==> src/rtl/irl_agg_pkg.sv <==
package irl_agg_pkg;

    localparam int NUM_SRC  = 13;
    localparam int STAT_W   = 16;
    localparam int LVL_W    = 4;
    localparam int ADDR_W   = 6;
    localparam int DATA_W   = 16;

    localparam logic [LVL_W-1:0]  LVL_IDLE   = '1;
    localparam logic [ADDR_W-1:0] OFF_MASK   = 6'h00;
    localparam logic [ADDR_W-1:0] OFF_PWR    = 6'h30;
    localparam logic [ADDR_W-1:0] OFF_VER    = 6'h32;
    localparam logic [ADDR_W-1:0] OFF_GPO    = 6'h36;
    localparam logic [DATA_W-1:0] VER_VALUE  = 16'h0010;

    // status bit owned by the source of priority number idx
    function automatic int src_bit(input int idx);
        case (idx)
            0:  return 11;
            1:  return 9;
            2:  return 8;
            3:  return 12;
            4:  return 10;
            5:  return 6;
            6:  return 5;
            7:  return 4;
            8:  return 7;
            9:  return 14;
            10: return 13;
            11: return 0;
            default: return 15;
        endcase
    endfunction

    // priority number: sources are indexed in priority order
    function automatic int src_level(input int idx);
        return idx;
    endfunction

    typedef struct packed {
        logic [DATA_W-1:0] mask;
        logic [DATA_W-1:0] pwr;
        logic [DATA_W-1:0] gpo;
        logic [DATA_W-1:0] rdata;
    } regs_t;

endpackage

==> src/rtl/irl_status_cap.sv <==
module irl_status_cap
    import irl_agg_pkg::*;
#(
    parameter int N_SRC = NUM_SRC,
    parameter int SW    = STAT_W
) (
    input  logic             clk,
    input  logic             rst,
    input  logic [N_SRC-1:0] src_i,
    output logic [SW-1:0]    status_q_o
);

    logic [SW-1:0] status_d;
    logic [SW-1:0] status_q;

    always_comb begin
        status_d = '0;
        for (int i = 0; i < N_SRC; i++) begin
            status_d[src_bit(i)] = src_i[i];
        end
    end

    always_ff @(posedge clk) begin
        if (rst) begin
            status_q <= '0;
        end else begin
            status_q <= status_d;
        end
    end

    assign status_q_o = status_q;

endmodule

==> src/rtl/irl_prio_enc.sv <==
module irl_prio_enc
    import irl_agg_pkg::*;
#(
    parameter int N_SRC = NUM_SRC,
    parameter int SW    = STAT_W,
    parameter int LW    = LVL_W
) (
    input  logic [SW-1:0] status_i,
    input  logic [SW-1:0] mask_i,
    output logic [LW-1:0] code_o
);

    localparam logic [LW-1:0] IDLE = '1;

    logic [N_SRC-1:0] elig;
    logic [LW-1:0]    win_lvl;

    for (genvar g = 0; g < N_SRC; g++) begin : g_elig
        localparam int BIT = src_bit(g);
        assign elig[g] = status_i[BIT] & mask_i[BIT];
    end

    always_comb begin
        win_lvl = IDLE;
        for (int i = 0; i < N_SRC; i++) begin
            if (elig[i] && (LW'(src_level(i)) < win_lvl)) begin
                win_lvl = LW'(src_level(i));
            end
        end
    end

    assign code_o = win_lvl ^ IDLE;

endmodule

==> src/rtl/irl_regbank.sv <==
module irl_regbank
    import irl_agg_pkg::*;
#(
    parameter int AW = ADDR_W,
    parameter int DW = DATA_W
) (
    input  logic          clk,
    input  logic          rst,
    input  logic          vld_i,
    input  logic          we_i,
    input  logic [AW-1:0] addr_i,
    input  logic [DW-1:0] wdata_i,
    output logic [DW-1:0] mask_o,
    output logic [DW-1:0] pwr_o,
    output logic [DW-1:0] gpo_o,
    output logic [DW-1:0] rdata_o
);

    regs_t regs_d;
    regs_t regs_q;

    always_comb begin
        regs_d       = regs_q;
        regs_d.rdata = '0;
        if (vld_i && we_i) begin
            case (addr_i)
                OFF_MASK: regs_d.mask = wdata_i;
                OFF_PWR:  regs_d.pwr  = wdata_i;
                OFF_GPO:  regs_d.gpo  = wdata_i;
                default:  ;
            endcase
        end else if (vld_i) begin
            case (addr_i)
                OFF_MASK: regs_d.rdata = regs_q.mask;
                OFF_PWR:  regs_d.rdata = regs_q.pwr;
                OFF_VER:  regs_d.rdata = VER_VALUE;
                OFF_GPO:  regs_d.rdata = regs_q.gpo;
                default:  regs_d.rdata = '0;
            endcase
        end
    end

    always_ff @(posedge clk) begin
        if (rst) begin
            regs_q <= '0;
        end else begin
            regs_q <= regs_d;
        end
    end

    assign mask_o  = regs_q.mask;
    assign pwr_o   = regs_q.pwr;
    assign gpo_o   = regs_q.gpo;
    assign rdata_o = regs_q.rdata;

endmodule

==> src/rtl/irl_agg.sv <==
module irl_agg
    import irl_agg_pkg::*;
(
    input  logic               clk,
    input  logic               rst,
    input  logic [NUM_SRC-1:0] src_irq,
    input  logic               bus_vld,
    input  logic               bus_we,
    input  logic [ADDR_W-1:0]  bus_addr,
    input  logic [DATA_W-1:0]  bus_wdata,
    output logic [DATA_W-1:0]  bus_rdata,
    output logic [LVL_W-1:0]   int_level,
    output logic [DATA_W-1:0]  pwr_ctl,
    output logic [DATA_W-1:0]  gp_out
);

    logic [STAT_W-1:0] status_q;
    logic [DATA_W-1:0] mask_q;

    irl_status_cap #(
        .N_SRC (NUM_SRC),
        .SW    (STAT_W)
    ) u_status (
        .clk        (clk),
        .rst        (rst),
        .src_i      (src_irq),
        .status_q_o (status_q)
    );

    irl_regbank #(
        .AW (ADDR_W),
        .DW (DATA_W)
    ) u_regs (
        .clk     (clk),
        .rst     (rst),
        .vld_i   (bus_vld),
        .we_i    (bus_we),
        .addr_i  (bus_addr),
        .wdata_i (bus_wdata),
        .mask_o  (mask_q),
        .pwr_o   (pwr_ctl),
        .gpo_o   (gp_out),
        .rdata_o (bus_rdata)
    );

    // encoder reads only registered state, so the code follows inputs by one edge
    irl_prio_enc #(
        .N_SRC (NUM_SRC),
        .SW    (STAT_W),
        .LW    (LVL_W)
    ) u_enc (
        .status_i (status_q),
        .mask_i   (mask_q),
        .code_o   (int_level)
    );

endmodule

==> config.mk <==
export PLATFORM = sky130hd
export DESIGN_NAME = irl_agg
export DESIGN_NICKNAME = d
export VERILOG_FILES = /design/src/rtl/irl_agg_pkg.sv /design/src/rtl/irl_status_cap.sv /design/src/rtl/irl_prio_enc.sv /design/src/rtl/irl_regbank.sv /design/src/rtl/irl_agg.sv
export SDC_FILE = /design/constraint.sdc
export NUM_CORES = 1
export LEC_CHECK = 0
export ABC_AREA = 1
export BUFFER_PORTS_ARGS = -buffer_cell sky130_fd_sc_hd__clkbuf_2
export CORE_MARGIN = 10
export CORE_UTILIZATION = 40
export CTS_CLUSTER_DIAMETER = 30
export CTS_CLUSTER_SIZE = 12
export DETAILED_ROUTE_END_ITERATION = 8
export REMOVE_ABC_BUFFERS = 1
export SLEW_MARGIN = 20
export SYNTH_ARGS = -nofsm -noshare
export SYNTH_HDL_FRONTEND = slang
export SYNTH_SLANG_ARGS = --single-unit
==> constraint.sdc <==
create_clock -name clk -period 2.5 [get_ports clk]
set_clock_uncertainty 0.15 [all_clocks]
set_input_delay 0 -clock clk [delete_from_list [all_inputs] [get_ports clk]]
set_output_delay 0 -clock clk [all_outputs]
set_load 0.03 [all_outputs]
### Word-level counts from Yosys, hierarchy flattened

Cells that the tools add are included.

* flip-flop bits (word level): 77
* input port bits: 39
* output and inout port bits: 52
* logic and storage cells: 67

* $lt $le $gt $ge: 12
* equal/unequal tests: 3
* mux-type cells: 14
* bitwise operators: 15
* reductions and logical operators: 18

Operator list (number)
* 16-bit one-hot mux with 4 select lines: 1
* 4-bit two-way mux: 13
* 4-bit less-than comparator (first input constant): 5
* 6-bit == test (second input constant): 3
* 3-bit by 4-bit less-than comparator with 1-bit output (first input constant): 4
* 1-bit bitwise AND: 13
* 1-bit logical AND: 13
* 2-bit by 4-bit less-than comparator with 1-bit output (first input constant): 2
* 6-bit zero test: 1
* 2-bit AND reduction: 3
* 1-bit by 4-bit less-than comparator with 1-bit output (first input constant): 1
* 4-bit inverter: 1
* 3-bit OR reduction: 1
* 1-bit inverter: 1

### Logic depth before layout (Yosys ltp)

* word-level depth: 39
* mapped depth: 10
* depth with buffers taken out: 10

### Modules after synthesis

Synthesis repeated with hierarchy kept, for this count alone.

* cells, all modules: 497
* area, all modules: 3517.1 µm²

Modules (own cells, without submodules)
* irl_regbank: instances 1, cells an instance 409, area each 2875.3 µm², seq. area each 1281.2 µm²
* irl_status_cap: instances 1, cells an instance 44, area each 395.4 µm², seq. area each 260.2 µm²
* irl_prio_enc: instances 1, cells an instance 44, area each 246.5 µm², seq. area each 0.0 µm²

### Worst setup path after synthesis

No wires, ideal clock.

* path type: flip-flop to output port
* start point: reg u_regs.regs_q (netlist bit u_regs.mask_o[11])
* end point: out int_level[0]
* arrival time: 1.643 ns
* data required time: 2.350 ns
* slack: 0.707 ns
* cell stages (with the launch flop): 10
* path buffers: 0
* cells stage by stage: dfxtp_1 > nand2_1 > nand2_1 > nor2_1 > nand4_1 > nor2_1 > inv_1 > nor2_1 > nand4_1 > nand2_1

* cells in the longest elaborated chain, start to end: 39

Ends and longest elaborated chain
* from (decl): RTL line irl_regbank.sv:20 `regs_t regs_q;`
* from (signal assigned): RTL line irl_regbank.sv:47 `regs_q <= regs_d;`
* 1-bit bitwise AND *: RTL line irl_prio_enc.sv:20 `assign elig[g] = status_i[BIT] & mask_i[BIT];`
* 4-bit two-way mux *: RTL line irl_prio_enc.sv:26 `if (elig[i] && (LW'(src_level(i)) < win_lvl)) begin`
* 1-bit by 4-bit less-than comparator with 1-bit output: RTL line irl_prio_enc.sv:26
* 1-bit logical AND: RTL line irl_prio_enc.sv:26
* 4-bit two-way mux *: RTL line irl_prio_enc.sv:26
* 2-bit by 4-bit less-than comparator with 1-bit output: RTL line irl_prio_enc.sv:26
* 1-bit logical AND: RTL line irl_prio_enc.sv:26
* 4-bit two-way mux *: RTL line irl_prio_enc.sv:26
* (+23 left out)
* 4-bit two-way mux *: RTL line irl_prio_enc.sv:26
* 4-bit less-than comparator: RTL line irl_prio_enc.sv:26
* 1-bit logical AND: RTL line irl_prio_enc.sv:26
* 4-bit two-way mux *: RTL line irl_prio_enc.sv:26
* 4-bit less-than comparator: RTL line irl_prio_enc.sv:26
* 1-bit logical AND: RTL line irl_prio_enc.sv:26
* 4-bit two-way mux *: RTL line irl_prio_enc.sv:26
* 4-bit inverter (no source line) *
* to (decl): RTL line irl_agg.sv:12 `output logic [LVL_W-1:0] int_level,`

Mark *: on every way between the ends. The rest lies on a longest branch, timed or not.

### Final worst setup path

Ends and elaborated chain as after synthesis.

==> results_tabular.tex <==
\begin{tabular}{lr}
\hline
Metric & Value \\
\hline
\multicolumn{2}{l}{\textbf{Outcome}} \\
\quad Result of the run & finished, final reports clean \\
\multicolumn{2}{l}{\textbf{Clock network}} \\
\quad Clock tree from TritonCTS & yes \\
\quad Clock-pin transition on the worst setup and hold timing paths & 0.07 ns \\
\quad Insertion delay to the later sink of the worst-skew pair & 0.35 ns \\
\quad Clock Sinks & 77 \\
\quad Buffers from clock root to sink, at most & 2 \\
\quad H-tree depth & 3 \\
\quad Root buf cell & sky130\_fd\_sc\_hd\_\_clkbuf\_8 \\
\quad Number of buffers created by CTS & 9 \\
\multicolumn{2}{l}{\textbf{Finish}} \\
\quad Utilization after layout & 56.9\% \\
\quad Layout area overhead & 38.1\% \\
\quad Fraction of final layout cells sized beyond drive strength 1 & 23.8\% \\
\quad Count of inserted antenna diode cells & 0 \\
\quad Final Net Count & 567 \\
\multicolumn{2}{l}{\textbf{Timing}} \\
\quad Period utilisation layout & 88.9\% \\
\quad Measured slew at the worst slew-check pin & 0.642 ns \\
\quad Tmin final & 2.22 ns \\
\quad Highest clock frequency the design can meet & 0.450 GHz \\
\quad Final worst slack & 0.278 ns \\
\quad Aggregate negative setup slack & 0 ns \\
\quad Final setup fails & 0 \\
\quad RSZ-0062 raised after global routing & no \\
\quad Final hold violation count & 0 \\
\quad Pins over their slew limit & 0 \\
\quad Worst max-slew margin expressed relative to the limit & 57.2\% \\
\multicolumn{2}{l}{\textbf{Synthesis}} \\
\quad Number of distinct library cell variants in the gate-level netlist after synthesis & 29 \\
\quad Warnings, synthesis & 0 \\
\quad Mean instance size in the synthesized netlist & 7.52 um\^{}2 \\
\quad Largest family of logic cells by synthesized area & simple AND/OR/NAND/NOR gates \\
\quad Adder and majority cell fraction of the synthesized area & 0\% \\
\quad Total standard cell area after synthesis & 3010 um\^{}2 \\
\quad Post-synth top area share & 51.3\% \\
\quad Seq/Total Area, Yosys & 51.3\% \\
\quad Cell types with the largest area share after synthesis & sky130\_fd\_sc\_hd\_\_dfxtp\_1 51\%, sky130\_fd\_sc\_hd\_\_nand2\_1 18\%, sky130\_fd\_sc\_hd\_\_a21oi\_1 7.2\% \\
\quad Share of synthesized area spent on multiplexers & 0\% \\
\quad Post-synthesis share of cell area spent on xor and xnor gates & 0\% \\
\quad Number of synthesized register bits & 77 \\
\quad Leading area contributor after synthesis & sky130\_fd\_sc\_hd\_\_dfxtp\_1 \\
\quad Share of the synthesized area in compound gates (AO/OA/AOI/OAI) & 13.6\% \\
\quad Gate Count Post-Synth & 400 \\
\quad Synthesized-area fraction occupied by and/or/nand/nor cells & 27.5\% \\
\multicolumn{2}{l}{\textbf{Detailed routing}} \\
\quad First-iteration detailed-routing DRC count & 143 \\
\quad Via density per instance & 4.74 \\
\quad Final routed DRC violation total & 0 \\
\quad Total number of vias & 2994 \\
\quad First drt pass iteration count & 4 \\
\quad Routed wire length & 8.98 mm \\
\quad ANT nets after route & 0 \\
\quad Routed WL per cell & 14.2 um \\
\multicolumn{2}{l}{\textbf{Power and ir drop}} \\
\quad Total Power & 0.00247 W \\
\quad Power density over the cells & 594 nW/um\^{}2 \\
\quad Maximum ir drop on the vdd rail & 0.274 mV \\
\quad Static Leak & 1.82 nW \\
\multicolumn{2}{l}{\textbf{Global route}} \\
\quad Remaining global-route overflow & 0 \\
\quad GRT Total Usage & 15.9\% \\
\quad Maximum number of pins on one net before global-route repair & 62 \\
\quad Via count of the first global-routing pass & 2883 \\
\quad Antenna violations before repair & 0 \\
\quad Global-route wire length before repair & 14.7 mm \\
\multicolumn{2}{l}{\textbf{Critical path}} \\
\quad Type of the setup path with the least slack & reg -> out \\
\quad Arr. time, crit path & 2.07 ns \\
\quad Delay of the slowest cell on the worst path & 0.33 ns \\
\quad Crit-path max FO & 5 \\
\quad Element type at the critical path end & output pin \\
\quad Crit-path slowest cell & sky130\_fd\_sc\_hd\_\_dfxtp\_1 \\
\quad Worst reg-to-reg setup slack & 1.22 ns \\
\quad Number of buffer and inverter instances along the worst setup path & 1 \\
\quad CP Depth & 10 \\
\quad Worst-path cell chain & nand2\_1 -> nand2\_1 -> nor2\_1 -> nand4\_1 -> nor2\_2 -> o31ai\_1 -> nand3\_1 -> nor2b\_1 -> nand2\_1 -> clkbuf\_2 \\
\quad Required time worst endpoint & 2.35 ns \\
\quad Cell mode on critical path & sky130\_fd\_sc\_hd\_\_nand2\_1 \\
\quad Register-to-Register Path Depth & 4 \\
\quad Critical path launch point type & register \\
\quad Top cell family by delay on the critical path & simple AND/OR/NAND/NOR gates \\
\multicolumn{2}{l}{\textbf{Die}} \\
\quad Starting utilization of the core area & 41.2\% \\
\quad Area of the core & 7290 um\^{}2 \\
\quad Chip Width & 107 um \\
\quad Floorplan row count & 31 \\
\quad Overall die area & 11400 um\^{}2 \\
\quad Overall die height & 107 um \\
\quad Ports placed on the boundary & 91 \\
\multicolumn{2}{l}{\textbf{Place}} \\
\quad Half-perimeter wire length of the detailed placement result & 6.11 mm \\
\quad Count of input and output buffers & 90 \\
\quad Worst slack at placement & 0.574 ns \\
\quad Placer's final routability congestion estimate & 0.790 \\
\multicolumn{2}{l}{\textbf{Hold path}} \\
\quad Hold Crit Class & in -> reg \\
\quad Hold depth & 6 \\
\multicolumn{2}{l}{\textbf{Flow run}} \\
\quad Number of violations of the max-capacitance limit & 0 \\
\hline
\end{tabular}
-- routing by layer --
layer	track usage, %	vias up	share of wire (%)	wire [um]
li1	-	1537	-	-
met5	0	-	0	0
met3	4.61	6	6.5	585
met2	25.3	93	47	4190
met1	19.8	1358	46	4130
met4	5.80	0	0.89	80
-- worst register-to-register path, cell delays in order, from the launching register on --
cell	delay (ns)
sky130_fd_sc_hd__dfxtp_1	0.34
sky130_fd_sc_hd__inv_1	0.06
sky130_fd_sc_hd__a2111oi_0	0.44
sky130_fd_sc_hd__a21oi_1	0.08
sky130_fd_sc_hd__a21oi_1	0.15
-- path summary, 6_finish.rpt --
check                          from                 to
setup / recovery  u_regs.mask_o[11]       int_level[0]
hold / removal          bus_addr[0]  u_regs.rdata_o[4]
hold reg to reg    u_regs.mask_o[2]   u_regs.mask_o[2]
setup reg to reg    u_regs.gpo_o[4]  u_regs.rdata_o[4]
-- where the power goes --
part	internal [W]	switching [W]	total, W
clock	0.000619	0.000465	0.00108
sequential	0.00124	0.00000405	0.00124
combinational	0.0000695	0.0000705	0.000140
total	0.00193	0.000539	0.00247
-- synth_stat cells --
library cell,number
sky130_fd_sc_hd__clkbuf_1,10
sky130_fd_sc_hd__o31ai_1,1
sky130_fd_sc_hd__o211ai_1,7
sky130_fd_sc_hd__nor3_2,1
sky130_fd_sc_hd__nor2_4,1
sky130_fd_sc_hd__nor2_1,30
sky130_fd_sc_hd__nand2_4,1
sky130_fd_sc_hd__a21oi_1,43
sky130_fd_sc_hd__nor2_2,1
sky130_fd_sc_hd__nor3_4,1
sky130_fd_sc_hd__inv_1,33
sky130_fd_sc_hd__nand2_2,2
sky130_fd_sc_hd__nor3b_2,1
sky130_fd_sc_hd__nand2_1,141
sky130_fd_sc_hd__o21ai_0,1
sky130_fd_sc_hd__clkinv_2,1
sky130_fd_sc_hd__a211oi_1,7
sky130_fd_sc_hd__nor3_1,1
sky130_fd_sc_hd__nand3_1,14
sky130_fd_sc_hd__nor2b_1,1
sky130_fd_sc_hd__nand4_1,4
sky130_fd_sc_hd__a31oi_1,9
sky130_fd_sc_hd__o31ai_2,1
sky130_fd_sc_hd__a2111oi_0,1
sky130_fd_sc_hd__buf_4,3
sky130_fd_sc_hd__inv_2,3
sky130_fd_sc_hd__buf_2,3
sky130_fd_sc_hd__dfxtp_1,77
sky130_fd_sc_hd__buf_6,1
-- layout make-up --
class	count	area (um^2)
Fill cell	726	3140
Inverter	37	140
Clock buffer	11	151
Multi-Input combinational cell	269	1240
Tap cell	99	124
Sequential cell	77	1540
Clock inverter	5	81.3
Timing Repair Buffer	134	873
-- metrics by stage --
stage	cell area (um^2)	cells	hold slack (ns)
global route	4150	632	0.0747
finish	4150	632	0.0283
global placement	3530	577	0.0418
floorplan	2920	383	-0.0809
detailed placement	3530	577	0.0447
CTS	4140	630	0.0109
-- sequential cells by signal (all words and copies together), names as in the netlist --
name	count
u_regs.pwr_o	16
u_regs.rdata_o	16
u_regs.gpo_o	16
u_status.status_q_o	13
u_regs.mask_o	16
-- timing repair --
| action | in CTS | in global routing |
|---|---|---|
| endpoints found under the setup margin | 0 | 18 |
| resized for setup | 0 | 1 |
| hold buffers | 37 | 0 |
| buffers inserted | 0 | 2 |
| endpoints found under the hold margin | 68 | 0 |
-- placed cells by master, fill, tap and decap left out, types with 9 or more instances in the layout --
cell and n:
sky130_fd_sc_hd__a31oi_1 9, sky130_fd_sc_hd__nor2_1 29, sky130_fd_sc_hd__a21oi_1 43, sky130_fd_sc_hd__nand2_1 141
sky130_fd_sc_hd__dlygate4sd3_1 37, sky130_fd_sc_hd__dfxtp_1 77, sky130_fd_sc_hd__nand3_1 14, sky130_fd_sc_hd__clkbuf_8 11
sky130_fd_sc_hd__inv_1 33, sky130_fd_sc_hd__clkbuf_2 90
-- cell families after synthesis --
logic type,count (synthesis)
compound gates,70
buf+inv,54
simple gates,199
flops,77
(Power assumes the default switching activity.)
